[src/rtl/smr_pkg.sv]
package smr_pkg;

  // How a decoded write combines with the stored value
  typedef enum logic [1:0] {
    MD_NONE  = 2'd0,
    MD_SET   = 2'd1,
    MD_CLR   = 2'd2,
    MD_PLAIN = 2'd3
  } wmode_e;

endpackage

[src/rtl/smr_decode.sv]
module smr_decode
  import smr_pkg::*;
#(
  parameter int          NREG = 3,
  parameter int          IW   = 2,
  parameter logic [31:0] SET_ADDR [NREG] = '{default: 32'h0},
  parameter logic [31:0] CLR_ADDR [NREG] = '{default: 32'h0}
) (
  input  logic [31:0]   addr,
  output logic          hit,
  output logic [IW-1:0] idx,
  output wmode_e        mode
);

  localparam int AW = 29;

  logic unused_hi;
  assign unused_hi = ^addr[31:AW];

  always_comb begin
    hit  = 1'b0;
    idx  = '0;
    mode = MD_NONE;
    // scan downward so the lowest-numbered register wins a clash
    for (int r = NREG - 1; r >= 0; r--) begin
      logic has_s, has_c, m_s, m_c;
      has_s = SET_ADDR[r][AW-1:0] != '0;
      has_c = CLR_ADDR[r][AW-1:0] != '0;
      m_s   = has_s && (addr[AW-1:0] == SET_ADDR[r][AW-1:0]);
      m_c   = has_c && (addr[AW-1:0] == CLR_ADDR[r][AW-1:0]);
      if (m_s || m_c) begin
        hit = 1'b1;
        idx = IW'(r);
        if (has_s && has_c) mode = m_s ? MD_SET : MD_CLR;
        else                mode = MD_PLAIN;
      end
    end
  end

endmodule

[src/rtl/smr_evscan.sv]
module smr_evscan #(
  parameter int NREG = 3,
  parameter int DW   = 8,
  parameter int SW   = 5,
  parameter int IW   = 2,
  parameter int FIELD_W [NREG]     = '{default: 1},
  parameter int SRC_MAP [NREG][DW] = '{default: '{default: 0}}
) (
  input  logic          clk,
  input  logic          rst_n,
  input  logic          load,
  input  logic [IW-1:0] load_idx,
  input  logic [DW-1:0] old_val,
  input  logic [DW-1:0] new_val,
  output logic          busy,
  output logic          evt_valid,
  input  logic          evt_ready,
  output logic [SW-1:0] evt_src,
  output logic          evt_en
);

  localparam int KW = (DW > 1) ? $clog2(DW) : 1;

  logic [NREG*DW-1:0] chg_flat, en_flat;
  logic [DW-1:0]      pend_q, val_q, chg_sel, en_sel;
  logic [IW-1:0]      ridx_q;
  logic [KW-1:0]      sel;

  // per-register field compare, field k counted from the top
  for (genvar r = 0; r < NREG; r++) begin : g_reg
    localparam int FW = FIELD_W[r];
    localparam int NF = DW / FW;
    logic [DW-1:0] chg_r, en_r;
    always_comb begin
      chg_r = '0;
      en_r  = '0;
      for (int k = 0; k < NF; k++) begin
        chg_r[k] = old_val[(NF-1-k)*FW +: FW] != new_val[(NF-1-k)*FW +: FW];
        en_r[k]  = |val_q[(NF-1-k)*FW +: FW];
      end
    end
    assign chg_flat[r*DW +: DW] = chg_r;
    assign en_flat[r*DW +: DW]  = en_r;
  end

  assign chg_sel = chg_flat[load_idx*DW +: DW];
  assign en_sel  = en_flat[ridx_q*DW +: DW];

  // lowest pending slot number goes first
  always_comb begin
    sel = '0;
    for (int k = DW - 1; k >= 0; k--)
      if (pend_q[k]) sel = KW'(k);
  end

  assign evt_valid = |pend_q;
  assign busy      = evt_valid;
  assign evt_en    = en_sel[sel];
  assign evt_src   = SW'(SRC_MAP[ridx_q][sel]);

  always_ff @(posedge clk) begin
    if (!rst_n) begin
      pend_q <= '0;
      ridx_q <= '0;
      val_q  <= '0;
    end else if (load) begin
      pend_q <= chg_sel;
      ridx_q <= load_idx;
      val_q  <= new_val;
    end else if (evt_valid && evt_ready) begin
      pend_q[sel] <= 1'b0;
    end
  end

  assert_hold_R8: assert property (@(posedge clk) disable iff (!rst_n)
    evt_valid && !evt_ready |=> evt_valid && $stable(evt_src) && $stable(evt_en));

  assert_one_per_clk_R8: assert property (@(posedge clk) disable iff (!rst_n)
    evt_valid && evt_ready |=> $countones(pend_q) + 1 == $past($countones(pend_q)));

endmodule

[src/rtl/setclr_mask_bank.sv]
module setclr_mask_bank
  import smr_pkg::*;
#(
  parameter int          NREG = 3,
  parameter int          DW   = 8,
  parameter int          SW   = 5,
  parameter logic [31:0] SET_ADDR [NREG] = '{32'h0000_0100, 32'h0000_0000, 32'h0000_010C},
  parameter logic [31:0] CLR_ADDR [NREG] = '{32'h0000_0104, 32'h0000_0108, 32'h0000_0000},
  parameter int          FIELD_W  [NREG] = '{1, 1, 4},
  parameter int          SRC_MAP  [NREG][DW] = '{'{0, 1, 2, 3, 4, 5, 6, 7},
                                                 '{8, 9, 10, 11, 12, 13, 14, 15},
                                                 '{16, 17, 0, 0, 0, 0, 0, 0}}
) (
  input  logic          clk,
  input  logic          rst_n,
  input  logic [31:0]   bus_addr,
  input  logic [DW-1:0] bus_wdata,
  input  logic          bus_we,
  output logic          bus_wready,
  output logic [DW-1:0] bus_rdata,
  output logic          evt_valid,
  input  logic          evt_ready,
  output logic [SW-1:0] evt_src,
  output logic          evt_en
);

  localparam int IW = (NREG > 1) ? $clog2(NREG) : 1;

  logic               hit, busy, wr_fire;
  logic [IW-1:0]      idx;
  wmode_e             mode;
  logic [DW-1:0]      old_val, new_val;
  logic [NREG*DW-1:0] bank_q;

  smr_decode #(
    .NREG(NREG), .IW(IW), .SET_ADDR(SET_ADDR), .CLR_ADDR(CLR_ADDR)
  ) u_dec (
    .addr(bus_addr), .hit(hit), .idx(idx), .mode(mode)
  );

  always_comb begin
    old_val = bank_q[idx*DW +: DW];
    unique case (mode)
      MD_SET:  new_val = old_val | bus_wdata;
      MD_CLR:  new_val = old_val & ~bus_wdata;
      default: new_val = bus_wdata;
    endcase
  end

  assign bus_wready = !busy;
  assign wr_fire    = bus_we && bus_wready && hit;
  assign bus_rdata  = hit ? old_val : '0;

  always_ff @(posedge clk) begin
    if (!rst_n)       bank_q <= '0;
    else if (wr_fire) bank_q[idx*DW +: DW] <= new_val;
  end

  smr_evscan #(
    .NREG(NREG), .DW(DW), .SW(SW), .IW(IW), .FIELD_W(FIELD_W), .SRC_MAP(SRC_MAP)
  ) u_scan (
    .clk(clk), .rst_n(rst_n), .load(wr_fire), .load_idx(idx),
    .old_val(old_val), .new_val(new_val), .busy(busy),
    .evt_valid(evt_valid), .evt_ready(evt_ready), .evt_src(evt_src), .evt_en(evt_en)
  );

  assert_busy_drop_R9: assert property (@(posedge clk) disable iff (!rst_n)
    !bus_wready |=> $stable(bank_q));

  assert_miss_ignored_R10: assert property (@(posedge clk) disable iff (!rst_n)
    bus_we && !hit |=> $stable(bank_q) && !$rose(evt_valid));

  assert_no_change_quiet_R7: assert property (@(posedge clk) disable iff (!rst_n)
    bus_we && bus_wready && hit && (new_val == old_val) |=> !evt_valid);

endmodule

[config.mk]
export PLATFORM = sky130hd
export DESIGN_NAME = setclr_mask_bank
export DESIGN_NICKNAME = d
export VERILOG_FILES = /design/src/rtl/smr_pkg.sv /design/src/rtl/smr_decode.sv /design/src/rtl/smr_evscan.sv /design/src/rtl/setclr_mask_bank.sv
export SDC_FILE = /design/constraint.sdc
export NUM_CORES = 1
export LEC_CHECK = 0
export BUFFER_PORTS_ARGS = -buffer_cell sky130_fd_sc_hd__buf_2
export CELL_PAD_IN_SITES_DETAIL_PLACEMENT = 1
export CELL_PAD_IN_SITES_GLOBAL_PLACEMENT = 1
export CORE_ASPECT_RATIO = 0.5
export CORE_MARGIN = 4
export CORE_UTILIZATION = 41
export CTS_BUF_LIST = sky130_fd_sc_hd__clkbuf_16
export CTS_CLUSTER_SIZE = 20
export DETAILED_ROUTE_END_ITERATION = 6
export PLACE_DENSITY_LB_ADDON = 0.1
export RECOVER_POWER = 100
export SYNTH_ARGS = -nofsm -noshare
export SYNTH_HDL_FRONTEND = slang
export SYNTH_HIERARCHICAL = 1
export SYNTH_SLANG_ARGS = --single-unit
export TNS_END_PERCENT = 50
[constraint.sdc]
create_clock -name clk -period 4.16 [get_ports clk]
set_input_delay 0.208 -clock clk [delete_from_list [all_inputs] [get_ports clk]]
set_output_delay 0.208 -clock clk [all_outputs]
set_load 0.03 [all_outputs]
==> flow_summary_export.csv <==
group,metric,value,unit
yosys,synth_edf_count,0,
yosys,synth_top_area_share,30.1,%
finish,multiInputGateArea,1760,µm²
clock_network,cts_root_buf,"clkbuf_16",
clock_network,cts_buffer_depth,2,
finish,seqCellArea,841,µm²
clock_network,post-cts-setup-buffers,0,
timing,skew,0.00403,ns
yosys,synthArstFlopShare,0,%
timing,setup_tns,0,ns
power_and_ir_drop,powerDensity,264,nW/µm²
finish,finalNetCount,417,
yosys,synth_warnings,6,
power_and_ir_drop,fin_total_pwr,0.837,mW
yosys,ys.flop_type,"dfxtp_1",
finish,fillers,789,
setup_path,worstPathRequired,4.38,ns
yosys,synth_top_cell_by_area,"dfxtp_1",
clock_network,clkTransAtPathRegs,0.06,ns
yosys,ys_ff_latch,42,
clock_network,cts_buffers,5,
grt,grt_pass1_wl,14.4,mm
route,vias,2705,
place,hpwl,6.57,mm
route,drt_iter0_markers,189,
place,place_congestion,0.793,
power_and_ir_drop,peakVddDrop,0.144,mV
place,placed_cell_area,3110,µm²
clock_network,cts_tree,"yes",
finish,post_route_cells_drive_above_1_share,21.4,%
finish,antenna_cells,0,
timing,relSlewSlack,45.0,%
timing,worstMarginPinSlew,0.825,ns
route,first_pass_iters,4,
clock_network,insertion_delay,0.29,ns
outcome,status,"finished, final reports clean",
route,wl_per_cell,19.3,µm
yosys,syn_inst,315,
timing,finalSetupViolCount,0,
setup_path,cp.arrival,3.86,ns
clock_network,hold_buffers,0,
place,dp_cells,449,
die,dieArea,8280,µm²
yosys,synth.cell_area,2790,µm²
die,core_area,6330,µm²
timing,finalCritPeriodShare,87.5,%
route,wl,8.82,mm
timing,drv_slew,0,
die,start_util,44.1,%
power_and_ir_drop,p_leak,1.20,nW
die,io_pins,60,
die,die_h,66.4,µm
yosys,synth.cells.most_frequent,"dfxtp_1, o31ai_1, nor2_1",
finish,area_growth,13.6,%
yosys,yosysSeqAreaShare,30.1,%
grt,antenna_found_initial,0,
grt,first_global_vias,2815,
grt,grt-ovfl-total,0,
setup_path,crit_type,"in -> reg",
setup_path,setup.worst_path.end_class,"flop",
route,drc,0,
worst_hold_path,hold_class,"in -> reg",
timing,fin_crit,3.64,ns
grt,grt_use_total,22.2,%
clock_network,cts_resized,0,
setup_path,critical_path.max_fanout,9,
job,maxCapViolCount,0,
die,row_count,20,
yosys,yosys-top-cells-area,"dfxtp_1, o31ai_1, nand3_1",
timing,rsz0062_at_grt,"false",
yosys,yosysMostFrequentCell,"dfxtp_1",
timing,finalHoldViolations,0,
grt,grt_max_degree,51,
yosys,syn_nets,364,
route,routed_via_density,5.92,
route,postRouteAntennaNets,0,
finish,design_area,3170,µm²
yosys,syn_area_per_cell,8.87,µm²
yosys,synthDistinctLibCells,62,
finish,instances_no_fill,457,
setup_path,start_kind,"primary input",
timing,max_freq,275,MHz
clock_network,htreeDepth,2,
die,dieWidth,125,µm
place,port_buffers,56,
clock_network,clock-sinks,42,
registers in the layout, indices dropped and copies added (netlist names):
signal,count
bank_q,24
u_scan/pend_q,8
u_scan/val_q,8
u_scan/ridx_q,2
layout make-up:
type                    count  area share [%]
flip-flops and latches     42            26.5
clock inverters             3           0.394
inverters                  12            1.42
clock buffers               5            3.94
well taps                  88            3.47
multi-input cells         248            55.4
repair buffers             59            8.83
per-stage QoR:
step	utilization [%]	hold WS, ns	worst slack (ns)
after floorplan	-	0.336	0.797
after global placement	49.1	0.450	0.378
after detailed placement	49.1	0.468	0.203
after CTS	51.2	0.317	0.475
after global routing	50.1	0.351	0.157
final	50.1	0.343	0.519
per-layer routing:
| metal | vias to the layer above | GRT usage [%] | routed length, µm |
|---|---|---|---|
| li1 | 1298 | - | - |
| met2 | 59 | 37.6 | 4020 |
| met3 | 9 | 6.21 | 424 |
| met1 | 1339 | 28.4 | 4250 |
| met5 | - | 0 | 0 |
| met4 | 0 | 4.78 | 120 |
worst max-delay path, stage by stage:
cell and delay, ns:
buf_2 0.10, nor4_2 0.28, nand4_1 0.29, nor4_1 0.53, clkbuf_1 0.43, nor2_1 0.29, a221oi_1 0.63, nor2_1 0.21
xor2_1 0.28, o31ai_1 0.11, a221oi_1 0.30, a31oi_1 0.07, nor2b_1 0.12
worst paths after layout:
check                                                    from                            end  slack, ns  depth (start not counted)
worst max-delay path                              bus_addr[4]  u_scan/pend_q[0]$_SDFFE_PN0P_       0.52                         13
worst min-delay path                             bus_wdata[6]        bank_q[22]$_SDFFE_PN0P_       0.34                          3
worst max register to register  u_scan/pend_q[0]$_SDFFE_PN0P_  u_scan/pend_q[1]$_SDFFE_PN0P_       1.03                          8
worst min register to register         bank_q[4]$_SDFFE_PN0P_         bank_q[4]$_SDFFE_PN0P_       0.47                          2
layout by cell type (no fill, tap or decap), types with 11 or more instances in the layout:
cell      instances
buf_2            41
clkbuf_1         16
dfxtp_1          42
inv_1            11
nand2_1          13
nand3_1          26
nor2_1           26
nor2b_1          16
o21ai_0          11
o31ai_1          27
logic make-up after synthesis:
logic type	count (synthesis)	synth area share (%)
multiplexers	18	6.81
adder cells (fa/ha/maj)	5	2.24
AND/OR/NAND/NOR	131	28.9
buffers and inverters	25	5.46
AO/OA/AOI/OAI	86	24.0
XOR/XNOR	8	2.51
flip-flops	42	30.1
power by group:
part | leakage [nW] | internal [mW] | switching (mW)
logic | 0.790 | 0.0240 | 0.0358
registers | 0.338 | 0.402 | 0.00000000110
clock network | 0.0724 | 0.217 | 0.158
(Power assumes the default switching activity.)
